File: src/rtl/prc_pkg.sv
package prc_pkg;

    typedef enum logic [1:0] {
        ST_OFF     = 2'd0,
        ST_HOLDOFF = 2'd1,
        ST_ARMED   = 2'd2,
        ST_FIRE    = 2'd3
    } prc_state_t;

endpackage

File: src/rtl/prc_err_tracker.sv
module prc_err_tracker #(
    parameter int ERR_W    = 5,
    parameter int ERR_CEIL = 31,
    parameter int INC_STEP = 1,
    parameter int DEC_STEP = 2
) (
    input  logic             clk,
    input  logic             rst,
    input  logic             tick,
    input  logic             ok,
    input  logic             clear,
    output logic [ERR_W-1:0] err_q,
    output logic [ERR_W-1:0] err_next
);
    localparam logic [ERR_W:0]   UP_STEP  = (ERR_W+1)'(INC_STEP);
    localparam logic [ERR_W:0]   CEIL_EXT = (ERR_W+1)'(ERR_CEIL);
    localparam logic [ERR_W-1:0] DN_STEP  = ERR_W'(DEC_STEP);

    logic [ERR_W:0] up_sum;

    // Score after this cycle's strobe, before any clear
    always_comb begin
        up_sum   = {1'b0, err_q} + UP_STEP;
        err_next = err_q;
        if (tick) begin
            if (ok) begin
                err_next = (err_q >= DN_STEP) ? (err_q - DN_STEP) : '0;
            end else begin
                err_next = (up_sum > CEIL_EXT) ? CEIL_EXT[ERR_W-1:0] : up_sum[ERR_W-1:0];
            end
        end
    end

    always_ff @(posedge clk) begin
        if (rst || clear) begin
            err_q <= '0;
        end else begin
            err_q <= err_next;
        end
    end

endmodule

File: src/rtl/prc_hold_timer.sv
module prc_hold_timer #(
    parameter int CNT_W = 4
) (
    input  logic             clk,
    input  logic             rst,
    input  logic             tick,
    input  logic             clear,
    input  logic [CNT_W-1:0] limit,
    output logic [CNT_W-1:0] hold_q,
    output logic             elapsed
);
    logic [CNT_W-1:0] hold_next;

    always_comb begin
        hold_next = hold_q;
        if (tick && (hold_q < limit)) begin
            hold_next = hold_q + 1'b1;
        end
        elapsed = (hold_next >= limit);
    end

    // Starts saturated so the first decision is not held off
    always_ff @(posedge clk) begin
        if (rst) begin
            hold_q <= '1;
        end else if (clear) begin
            hold_q <= '0;
        end else begin
            hold_q <= hold_next;
        end
    end

endmodule

File: src/rtl/prc_decide_fsm.sv
module prc_decide_fsm
    import prc_pkg::*;
(
    input  logic clk,
    input  logic rst,
    input  logic enable,
    input  logic err_over,
    input  logic hold_done,
    output logic fire_now,
    output logic req
);
    prc_state_t state_q, state_d;

    function automatic prc_state_t pick(input logic en, input logic over, input logic done);
        if (!en) begin
            return ST_OFF;
        end else if (over && done) begin
            return ST_FIRE;
        end else if (done) begin
            return ST_ARMED;
        end
        return ST_HOLDOFF;
    endfunction

    // Next-state logic: every state re-evaluates from updated counters
    always_comb begin
        state_d = state_q;
        unique case (state_q)
            ST_OFF:     state_d = pick(enable, err_over, hold_done);
            ST_HOLDOFF: state_d = pick(enable, err_over, hold_done);
            ST_ARMED:   state_d = pick(enable, err_over, hold_done);
            ST_FIRE:    state_d = pick(enable, err_over, hold_done);
            default:    state_d = ST_OFF;
        endcase
    end

    // State register
    always_ff @(posedge clk) begin
        if (rst) begin
            state_q <= ST_OFF;
        end else begin
            state_q <= state_d;
        end
    end

    // Outputs
    always_comb begin
        fire_now = (state_d == ST_FIRE);
        req      = (state_q == ST_FIRE);
    end

endmodule

File: src/rtl/phase_resync_ctrl.sv
module phase_resync_ctrl #(
    parameter int FIELD_W  = 4,
    parameter int ERR_W    = 5,
    parameter int ERR_CEIL = 31,
    parameter int INC_STEP = 1,
    parameter int DEC_STEP = 2
) (
    input  logic                 clk,
    input  logic                 rst,
    input  logic                 resync_en,
    input  logic [2*FIELD_W-1:0] cfg_byte,
    input  logic                 stage2_tick,
    input  logic                 id_ok,
    input  logic                 ch1_tick,
    output logic                 resync_req
);
    logic [FIELD_W-1:0] thr_field;
    logic [FIELD_W-1:0] hold_field;
    logic [ERR_W-1:0]   err_cnt;
    logic [ERR_W-1:0]   err_next;
    logic [FIELD_W-1:0] hold_cnt;
    logic               hold_done;
    logic               err_over;
    logic               fire_now;

    assign thr_field  = cfg_byte[FIELD_W-1:0];
    assign hold_field = cfg_byte[2*FIELD_W-1:FIELD_W];
    assign err_over   = (err_next > ERR_W'(thr_field));

    prc_err_tracker #(
        .ERR_W   (ERR_W),
        .ERR_CEIL(ERR_CEIL),
        .INC_STEP(INC_STEP),
        .DEC_STEP(DEC_STEP)
    ) i_err (
        .clk     (clk),
        .rst     (rst),
        .tick    (stage2_tick),
        .ok      (id_ok),
        .clear   (fire_now),
        .err_q   (err_cnt),
        .err_next(err_next)
    );

    prc_hold_timer #(
        .CNT_W(FIELD_W)
    ) i_hold (
        .clk    (clk),
        .rst    (rst),
        .tick   (ch1_tick),
        .clear  (fire_now),
        .limit  (hold_field),
        .hold_q (hold_cnt),
        .elapsed(hold_done)
    );

    prc_decide_fsm i_fsm (
        .clk      (clk),
        .rst      (rst),
        .enable   (resync_en),
        .err_over (err_over),
        .hold_done(hold_done),
        .fire_now (fire_now),
        .req      (resync_req)
    );

endmodule

File: config.mk
export PLATFORM = sky130hd
export DESIGN_NAME = phase_resync_ctrl
export DESIGN_NICKNAME = d
export VERILOG_FILES = /design/src/rtl/prc_pkg.sv /design/src/rtl/prc_err_tracker.sv /design/src/rtl/prc_hold_timer.sv /design/src/rtl/prc_decide_fsm.sv /design/src/rtl/phase_resync_ctrl.sv
export SDC_FILE = /design/constraint.sdc
export NUM_CORES = 1
export LEC_CHECK = 0
export ABC_CLOCK_PERIOD_IN_PS = 7200
export BUFFER_PORTS_ARGS = -buffer_cell sky130_fd_sc_hd__buf_2
export CAP_MARGIN = 20
export CORE_AREA = 2 2 45 47
export DETAILED_ROUTE_END_ITERATION = 8
export DIE_AREA = 0 0 47 49
export PLACE_DENSITY = 0.87
export SYNTH_ARGS = -nofsm -noshare
export SYNTH_HDL_FRONTEND = slang
export SYNTH_SLANG_ARGS = --single-unit
export TNS_END_PERCENT = 100
File: constraint.sdc
create_clock -name clk -period 7.2 [get_ports clk]
set_input_delay 1.8 -clock clk [delete_from_list [all_inputs] [get_ports clk]]
set_output_delay 1.8 -clock clk [all_outputs]
set_load 0.005 [all_outputs]
==> results_dict.tcl <==
set metrics [dict create \
    status "complete, no violations" \
    cts.sinks 11 \
    crit_required_ns 7.38 \
    grt_pass1_vias 817 \
    synth.area.mux_share 0.01111 \
    tritoncts "done" \
    cp_top_family "compound AO/OA/AOI/OAI gates" \
    hp-class "flop to flop" \
    fin_nets 166 \
    grt_pass1_wl_um 3353 \
    synth_top_family_by_area "compound AO/OA/AOI/OAI gates" \
    ys_ff_latch 11 \
    grt_max_degree 11 \
    tns_ns 0 \
    avgSynthCellArea_um2 8.307 \
    p_per_area_nw_per_um2 261.7 \
    slowest_stage "mux2_2" \
    first_pass_iters 4 \
    end_kind "flop" \
    ant_nets 0 \
    synth_edf_count 0 \
    drive_gt1_frac 0.1778 \
    dpl.hpwl_um 1659 \
    dieArea_um2 2303 \
    final_cell_mix "16 x ha_1, 15 x inv_1, 14 x buf_2, 11 x dfxtp_1" \
    m1WireLength_um 967 \
    fin_crit_ns 3.993 \
    yosysUniqueCellTypes 38 \
    fillers 164 \
    grtUsageTotal 0.1999 \
    cts_hold_buf 0 \
    layout_commonest_cell "ha_1" \
    dr.first_iter.drc_count 23 \
    max_freq_mhz 250.4 \
    seq_area_frac_synth 0.2173 \
    h-tree-depth 1 \
    maxCapViolations 0 \
    synth_nets 152 \
    clock_path_buffers 2 \
    met3WireLength_um 86 \
    cts_resized 0 \
    rsz0062_at_grt "no" \
    slew_headroom 0.7002 \
    hold_viol 0 \
    fin_area_um2 1114 \
    synthAdderAreaFrac 0.1975 \
    place_area_um2 1087 \
    vias_per_cell 5.420 \
    worstPathArrival_ns 4.18 \
    insertion_delay_ns 0.27 \
    finalCritPeriodShare 0.5546 \
    power_leakage_uw 0.0005333 \
    clk_pin_slew_ns 0.07 \
    stdcell_count 162 \
    finalWirelength_um 2046 \
    final_max_slew_viol_count 0 \
    yosys.area_share.xor_xnor 0.02593 \
    io_pins 15 \
    core_um2 1842 \
    synthesis.area_um2 1013 \
    cts_root_buffer "clkbuf_4" \
    drc 0 \
    cts_buffers 3 \
    dpl.cell_count 158 \
    worst-path-max-fanout 9 \
    place.gp.congestion 0.8167 \
    worstSetupPathType "input port to flop" \
    dr_total_vias 878 \
    synthSimpleGateAreaFrac 0.2111 \
    path_cells "buf_2, inv_1, ha_1, nand2_1, o21ai_0, mux2_2, ha_1, a211oi_1, o21bai_1, o311ai_4, a211oi_1" \
    wl_met2_um 979 \
    row_count 16 \
    finalSetupViolations 0 \
    port_buffers 14 \
    die_height_um 49 \
    initial_core_util 0.5503 \
    start_kind "input port" \
    die_w_um 47 \
    wl_per_cell_um 12.63 \
    grt-ovfl-total 0 \
    synthCells 122 \
    ys_warn_count 0 \
    area_growth_syn_to_layout_pct 9.877 \
    path_buf_inv 2 \
    worst_slew_pin_slew_ns 0.4486 \
    clock_skew_ns 0.005845 \
    postCtsSetupBuffers 0 \
    antenna_cells 0 \
    top_layer_used "met4" \
    ys.flop_type "dfxtp_1" \
    hold_ws_ns 0.6473 \
    antenna_found_initial 0 \
    vdd_drop_max_mv 0.1904 \
    synth_compound_gate_area_share 0.2519 \
    async_flop_share 0 \
    slowest_delay_ns 0.40 \
]
==> cells by family (layout without fill, tap and decap cells) <==
family | Yosys count | after routing
simple gates | 38 | 38
compound gates | 33 | 33
buf+inv | 20 | 33
fa+ha+maj | 16 | 16
flops | 11 | 11
xor+xnor | 3 | 3
mux | 1 | 1
==> tightest hold or removal path: stages, from the launching register on <==
cell       delay (ns)
dfxtp_1          0.36
xnor2_1          0.11
a2bb2oi_1        0.13
==> state kept, by name (all words and copies together) (netlist names) <==
register       cells
i_hold.hold_q      4
i_err.err_q        5
i_fsm.state_q      2
==> where the power goes <==
| part | leakage [uW] | total [uW] | switching (uW) | internal, uW |
|---|---|---|---|---|
| sequential | 0.0000908 | 93.0 | 16.4 | 76.6 |
| combinational | 0.000428 | 156 | 83.5 | 72.9 |
| clock | 0.0000150 | 42.1 | 20.6 | 21.5 |
| total | 0.000533 | 291 | 120 | 171 |
==> final cells by class <==
class / count / area (um^2) / area share
multi-input combinational: 91 / 706.9 / 0.6348
clock buffer: 4 / 26.28 / 0.02360
tap: 27 / 33.78 / 0.03034
timing repair buffer: 14 / 70.07 / 0.06292
sequential: 11 / 220.2 / 0.1978
inverter: 15 / 56.30 / 0.05056
==> cells in the mapped netlist (2+ instances only) <==
master / count / area [um^2]
a21oi_1: 6 / 30.03
nand3_1: 4 / 20.02
nand2_1: 6 / 22.52
a211oi_1: 6 / 45.04
nor2_1: 6 / 22.52
inv_1: 15 / 56.30
o21bai_1: 2 / 15.01
o31ai_1: 2 / 15.01
dfxtp_1: 11 / 220.2
clkbuf_1: 2 / 7.510
ha_1: 16 / 200.2
and3_1: 3 / 18.77
a2bb2oi_1: 3 / 26.28
nor2b_1: 2 / 12.51
and2_1: 3 / 18.77
o21ai_0: 6 / 30.03
nor3_1: 2 / 10.01
a32o_1: 2 / 20.02
xnor2_1: 2 / 17.52
nand4_1: 2 / 12.51
nand2b_1: 4 / 25.02
==> stage by stage <==
step,worst slack [ns],total power (uW),util
floorplan,3.238,216.7,-
global placement,3.078,240.4,0.5904
detailed placement,2.997,248.6,0.5904
CTS,3.239,291.6,0.6046
global route,3.070,318.0,0.6046
finish,3.207,291.4,0.6046
==> worst paths after layout <==
check / from / to / slack (ns) / depth (start not counted)
setup / recovery: cfg_byte[7] / i_err.err_q[2]$_SDFF_PP0_ / 3.21 / 11
hold / removal: i_hold.hold_q[3]$_SDFF_PP1_ / i_hold.hold_q[3]$_SDFF_PP1_ / 0.65 / 2
setup reg to reg: i_err.err_q[0]$_SDFF_PP0_ / i_err.err_q[2]$_SDFF_PP0_ / 4.05 / 13
hold reg to reg: i_hold.hold_q[3]$_SDFF_PP1_ / i_hold.hold_q[3]$_SDFF_PP1_ / 0.65 / 2
==> per-layer routing <==
metal  GRT usage  vias to the layer above
li1            -                      464
met1      0.2540                      395
met2      0.3174                       17
met3     0.05926                        2
met4     0.06019                        0
met5           0                        -
(Power assumes the default switching activity.)
